## config.mk

```make
export PLATFORM = sky130hd
export DESIGN_NAME = bshift_top
export DESIGN_NICKNAME = d
export VERILOG_FILES = /design/src/rtl/bshift_pkg.sv /design/src/rtl/bshift_amount.sv /design/src/rtl/bshift_core.sv /design/src/rtl/bshift_flags.sv /design/src/rtl/bshift_top.sv
export SDC_FILE = /design/constraint.sdc
export NUM_CORES = 1
export LEC_CHECK = 0
export BUFFER_PORTS_ARGS = -buffer_cell sky130_fd_sc_hd__buf_2
export CAP_MARGIN = 10
export CORE_MARGIN = 4
export CORE_UTILIZATION = 28
export CTS_CLUSTER_SIZE = 14
export DETAILED_ROUTE_END_ITERATION = 8
export PLACE_DENSITY = 0.56
export SLEW_MARGIN = 30
export SYNTH_ARGS = -nofsm -noshare
export SYNTH_HDL_FRONTEND = slang
export SYNTH_SLANG_ARGS = --single-unit
```

## constraint.sdc

```tcl
create_clock -name clk -period 4 [get_ports clk]
set_input_delay 0.4 -clock clk [delete_from_list [all_inputs] [get_ports clk]]
set_output_delay 0.4 -clock clk [all_outputs]
set_load 0.02 [all_outputs]
```

## src/rtl/bshift_pkg.sv

```systemverilog
package bshift_pkg;

    typedef enum logic [1:0] {
        SH_LEFT      = 2'd0,
        SH_RIGHT_LOG = 2'd1,
        SH_RIGHT_ARI = 2'd2,
        SH_RIGHT_ALT = 2'd3
    } shift_mode_e;

    typedef struct packed {
        logic        valid;
        logic [31:0] data;
        logic        z;
        logic        s;
        logic        cy;
        logic        ov;
    } out_state_t;

endpackage

```

## src/rtl/bshift_amount.sv

```systemverilog
module bshift_amount #(
    parameter int WIDTH = 32,
    localparam int AMT_W = $clog2(WIDTH)
) (
    input  logic             use_reg,
    input  logic [AMT_W-1:0] imm,
    input  logic [WIDTH-1:0] reg_val,
    output logic [AMT_W-1:0] amt
);
    logic [WIDTH-1:0] reg_masked;

    always_comb begin
        // only the low AMT_W bits of the register take part
        reg_masked = reg_val & WIDTH'(WIDTH - 1);
        amt        = use_reg ? reg_masked[AMT_W-1:0] : imm;
    end
endmodule

```

## src/rtl/bshift_core.sv

```systemverilog
module bshift_core #(
    parameter int WIDTH = 32,
    localparam int AMT_W = $clog2(WIDTH)
) (
    input  logic [WIDTH-1:0] data,
    input  logic [AMT_W-1:0] amt,
    input  logic             go_left,
    input  logic             fill,
    output logic [WIDTH-1:0] result,
    output logic             carry
);
    // One guard bit per chain: it catches the last bit that leaves the word.
    logic [WIDTH:0] lchain [0:AMT_W];
    logic [WIDTH:0] rchain [0:AMT_W];

    assign lchain[0] = {1'b0, data};
    assign rchain[0] = {data, 1'b0};

    for (genvar k = 0; k < AMT_W; k++) begin : g_stage
        localparam int S = 1 << k;
        assign lchain[k+1] = amt[k] ? {lchain[k][WIDTH-S:0], {S{1'b0}}} : lchain[k];
        assign rchain[k+1] = amt[k] ? {{S{fill}}, rchain[k][WIDTH:S]}   : rchain[k];
    end

    always_comb begin
        if (go_left) begin
            result = lchain[AMT_W][WIDTH-1:0];
            carry  = lchain[AMT_W][WIDTH];
        end else begin
            result = rchain[AMT_W][WIDTH:1];
            carry  = rchain[AMT_W][0];
        end
    end
endmodule

```

## src/rtl/bshift_flags.sv

```systemverilog
module bshift_flags #(
    parameter int WIDTH = 32
) (
    input  logic [WIDTH-1:0] result,
    output logic             z,
    output logic             s,
    output logic             ov
);
    always_comb begin
        z  = (result == '0);
        s  = result[WIDTH-1];
        ov = 1'b0;
    end
endmodule

```

## src/rtl/bshift_top.sv

```systemverilog
module bshift_top
    import bshift_pkg::*;
(
    input  logic        clk,
    input  logic        rst_n,
    input  logic        in_valid,
    input  logic [1:0]  mode,
    input  logic        amt_sel,
    input  logic [4:0]  amt_imm,
    input  logic [31:0] amt_reg,
    input  logic [31:0] data_in,
    output logic        out_valid,
    output logic [31:0] data_out,
    output logic        flag_z,
    output logic        flag_s,
    output logic        flag_cy,
    output logic        flag_ov
);
    localparam int WIDTH = 32;
    localparam int AMT_W = $clog2(WIDTH);

    shift_mode_e      mode_e;
    logic [AMT_W-1:0] amt;
    logic             go_left;
    logic             fill;
    logic [WIDTH-1:0] sh_res;
    logic             sh_cy;
    logic             f_z, f_s, f_ov;
    out_state_t       st_d, st_q;

    always_comb begin
        mode_e  = shift_mode_e'(mode);
        go_left = (mode_e == SH_LEFT);
        fill    = (mode_e == SH_RIGHT_ARI) & data_in[WIDTH-1];
    end

    bshift_amount #(.WIDTH(WIDTH)) u_amt (
        .use_reg (amt_sel),
        .imm     (amt_imm),
        .reg_val (amt_reg),
        .amt     (amt)
    );

    bshift_core #(.WIDTH(WIDTH)) u_core (
        .data    (data_in),
        .amt     (amt),
        .go_left (go_left),
        .fill    (fill),
        .result  (sh_res),
        .carry   (sh_cy)
    );

    bshift_flags #(.WIDTH(WIDTH)) u_flags (
        .result (sh_res),
        .z      (f_z),
        .s      (f_s),
        .ov     (f_ov)
    );

    always_comb begin
        st_d       = st_q;
        st_d.valid = in_valid;
        if (in_valid) begin
            st_d.data = sh_res;
            st_d.z    = f_z;
            st_d.s    = f_s;
            st_d.cy   = sh_cy;
            st_d.ov   = f_ov;
        end
    end

    always_ff @(posedge clk) begin
        if (!rst_n) st_q <= '0;
        else        st_q <= st_d;
    end

    assign out_valid = st_q.valid;
    assign data_out  = st_q.data;
    assign flag_z    = st_q.z;
    assign flag_s    = st_q.s;
    assign flag_cy   = st_q.cy;
    assign flag_ov   = st_q.ov;
endmodule

```

==> impl_metrics.tcl <==
set metrics [dict create \
    synthCells 634 \
    status "complete, no violations" \
    cts_tree "yes" \
    grt_overflow 0 \
    worstHoldPathType "primary input to flip-flop" \
    max_stage_delay_ns 0.58 \
    clk_pin_slew_ns 0.05 \
    synth-main-ff-cell "dfxtp_1" \
    tns_ns 0 \
    clockBufferDepth 2 \
    synth_cell_type_count 62 \
    io_buffers 83 \
    dieArea_sq_mm 0.0209 \
    dp.final_hpwl_mm 17.4 \
    critPathMaxFanout 13 \
    clkSinkCount 35 \
    p_leak_nw 2.55 \
    nets 792 \
    via_per_inst 6.12 \
    synth.largest_area_cell "mux4_2" \
    path_buf_inv 3 \
    crit_path_start_kind "primary input" \
    relSlewSlack 0.411 \
    p_total_mw 1.84 \
    tightestPinTransition_ns 0.879 \
    yosys-top-cells-area "mux4_2 (19%), mux2i_1 (14%), dfxtp_1 (13%)" \
    slowest_stage "mux2i_4" \
    final_common_cell "nand2_1" \
    area_delta_synth_final_pct 20.6 \
    cp.required_ns 4.19 \
    seq_area_frac_synth 0.134 \
    dpl_cell_area_sq_mm 0.00615 \
    synth_edf_count 0 \
    wl_per_cell_um 23.1 \
    crit_family "multiplexers" \
    cts_inserted_buffers 5 \
    end_kind "flip-flop" \
    yosysWarnings 0 \
    initial_core_util 0.288 \
    firstDrtPassIters 5 \
    fin_crit_sh 0.892 \
    fillers 1931 \
    grt_usage 0.205 \
    fmax_mhz 280 \
    postCtsSetupBuffers 0 \
    vias 5793 \
    arrival_ns 3.76 \
    grt_max_degree 56 \
    die_x_um 145 \
    crit_chain "buf_2, mux2i_4, buf_4, mux4_2, mux2i_1, mux2_2, a21oi_1, a221oi_1, buf_4, nor3b_1, nand4_1, o31ai_1" \
    synth_nets 709 \
    final_max_slew_viol_count 0 \
    postSynthAreaPerCell_sq_um 8.25 \
    drv_cap 0 \
    grt_pass1_wl_mm 33.3 \
    ctsRootBufferMaster "clkbuf_16" \
    crit_start "amt_sel" \
    cts.repair.resized 0 \
    final_antenna_net_count 0 \
    synth_top_area_share 0.194 \
    ctsHoldBuffers 0 \
    ys_ff_latch 35 \
    setup_viol 0 \
    drive_above_1_share 0.299 \
    finalWorstPathRequiredPeriod_ns 3.57 \
    cp_common_cell "buf_4" \
    core_sq_mm 0.0181 \
    syn_area_sq_mm 0.00523 \
    antenna_found_initial 0 \
    drt-initial-drc-count 608 \
    grt_pass1_vias 5384 \
    insertion_delay_ns 0.27 \
    rows 49 \
    r2r-start "data_out[15]" \
    final_cell_mix "nand2_1 (85), buf_2 (83), mux2i_1 (70)" \
    irDropWorstVdd_mv 0.159 \
    ioPinCount 112 \
    wirelength_mm 21.9 \
    synth-async-reset-ratio 0 \
    dieHeight_um 145 \
    drcViolationCount 0 \
    finalHoldViolations 0 \
    critPathKind "primary input to flip-flop" \
    cts_htree_levels 2 \
    design_area_sq_mm 0.00630 \
    hold_start "rst_n" \
    rsz0062_at_grt "no" \
    diodes 0 \
    p_per_area_mw_per_mm2 292 \
    gp_congestion 1.02 \
    finClkSkew_ns 0 \
]
-- worst paths after layout --
check,end,cells past startpoint,slack (ns)
max,flag_z,12,0.43
max reg2reg,data_out[15],2,3.21
min,data_out[15],2,0.44
min reg2reg,data_out[18],2,0.46
-- cells in the mapped netlist (3+ instances only) --
cell type,count
a31oi_1,8
o221ai_1,3
and3_1,5
o21ai_0,25
a32oi_1,7
mux2_2,13
a2111oi_0,3
a311oi_1,6
a211o_1,7
a21oi_1,35
mux4_2,45
o211ai_1,13
mux2i_1,73
buf_2,17
nor2_1,60
nand3_1,29
dfxtp_1,35
nand2_1,85
nor4_1,3
buf_1,5
nand4_1,3
a211oi_1,26
and2_1,7
o31ai_1,4
a22oi_1,10
o22ai_1,13
or2_2,3
nor3_1,6
clkbuf_1,32
-- area by class of cell --
| class | count | area [sq um] | share of cell area |
|---|---|---|---|
| timing repair buffer | 135 | 868 | 0.138 |
| clock buffer | 8 | 156 | 0.0248 |
| tap | 229 | 287 | 0.0454 |
| inverter | 2 | 7.51 | 0.00119 |
| multi-input combinational | 538 | 4290 | 0.680 |
| sequential | 35 | 701 | 0.111 |
-- flip-flops by register name (all words and copies together), names as in the netlist --
| signal | count |
|---|---|
| data_out | 32 |
| flag_cy | 1 |
| flag_z | 1 |
| out_valid | 1 |
-- routing by layer --
metal / global-route usage / vias up / share of wire
met5: 0 / - / 0
met2: 0.313 / 304 / 0.44
met3: 0.0253 / 45 / 0.080
met4: 0.0545 / 0 / 0.027
met1: 0.307 / 2765 / 0.45
li1: - / 2679 / -
-- kinds of logic after synthesis --
family | Yosys count | share of synthesized area
buf+inv | 61 | 0.0553
compound gates | 183 | 0.244
flops | 35 | 0.134
other cells | 1 | 0.000717
simple gates | 218 | 0.188
mux | 136 | 0.378
-- report_power, final --
group | internal, mW | leakage (nW) | switching, mW
sequential | 0.379 | 0.289 | 0.0145
clock | 0.265 | 0.0772 | 0.132
combinational | 0.415 | 2.18 | 0.638
-- metrics by stage --
| step | util | worst slack [ns] | hold slack (ns) | instances |
|---|---|---|---|---|
| after global placement | 0.339 | 0.153 | 0.460 | 939 |
| after floorplan | - | 0.693 | 0.533 | 634 |
| after detailed placement | 0.339 | 0.161 | 0.454 | 939 |
| after CTS | 0.347 | 0.439 | 0.432 | 947 |
| final | 0.347 | 0.431 | 0.437 | 947 |
| after global routing | 0.347 | 0.207 | 0.442 | 947 |
No activity file was read; power rests on OpenSTA's default activity.
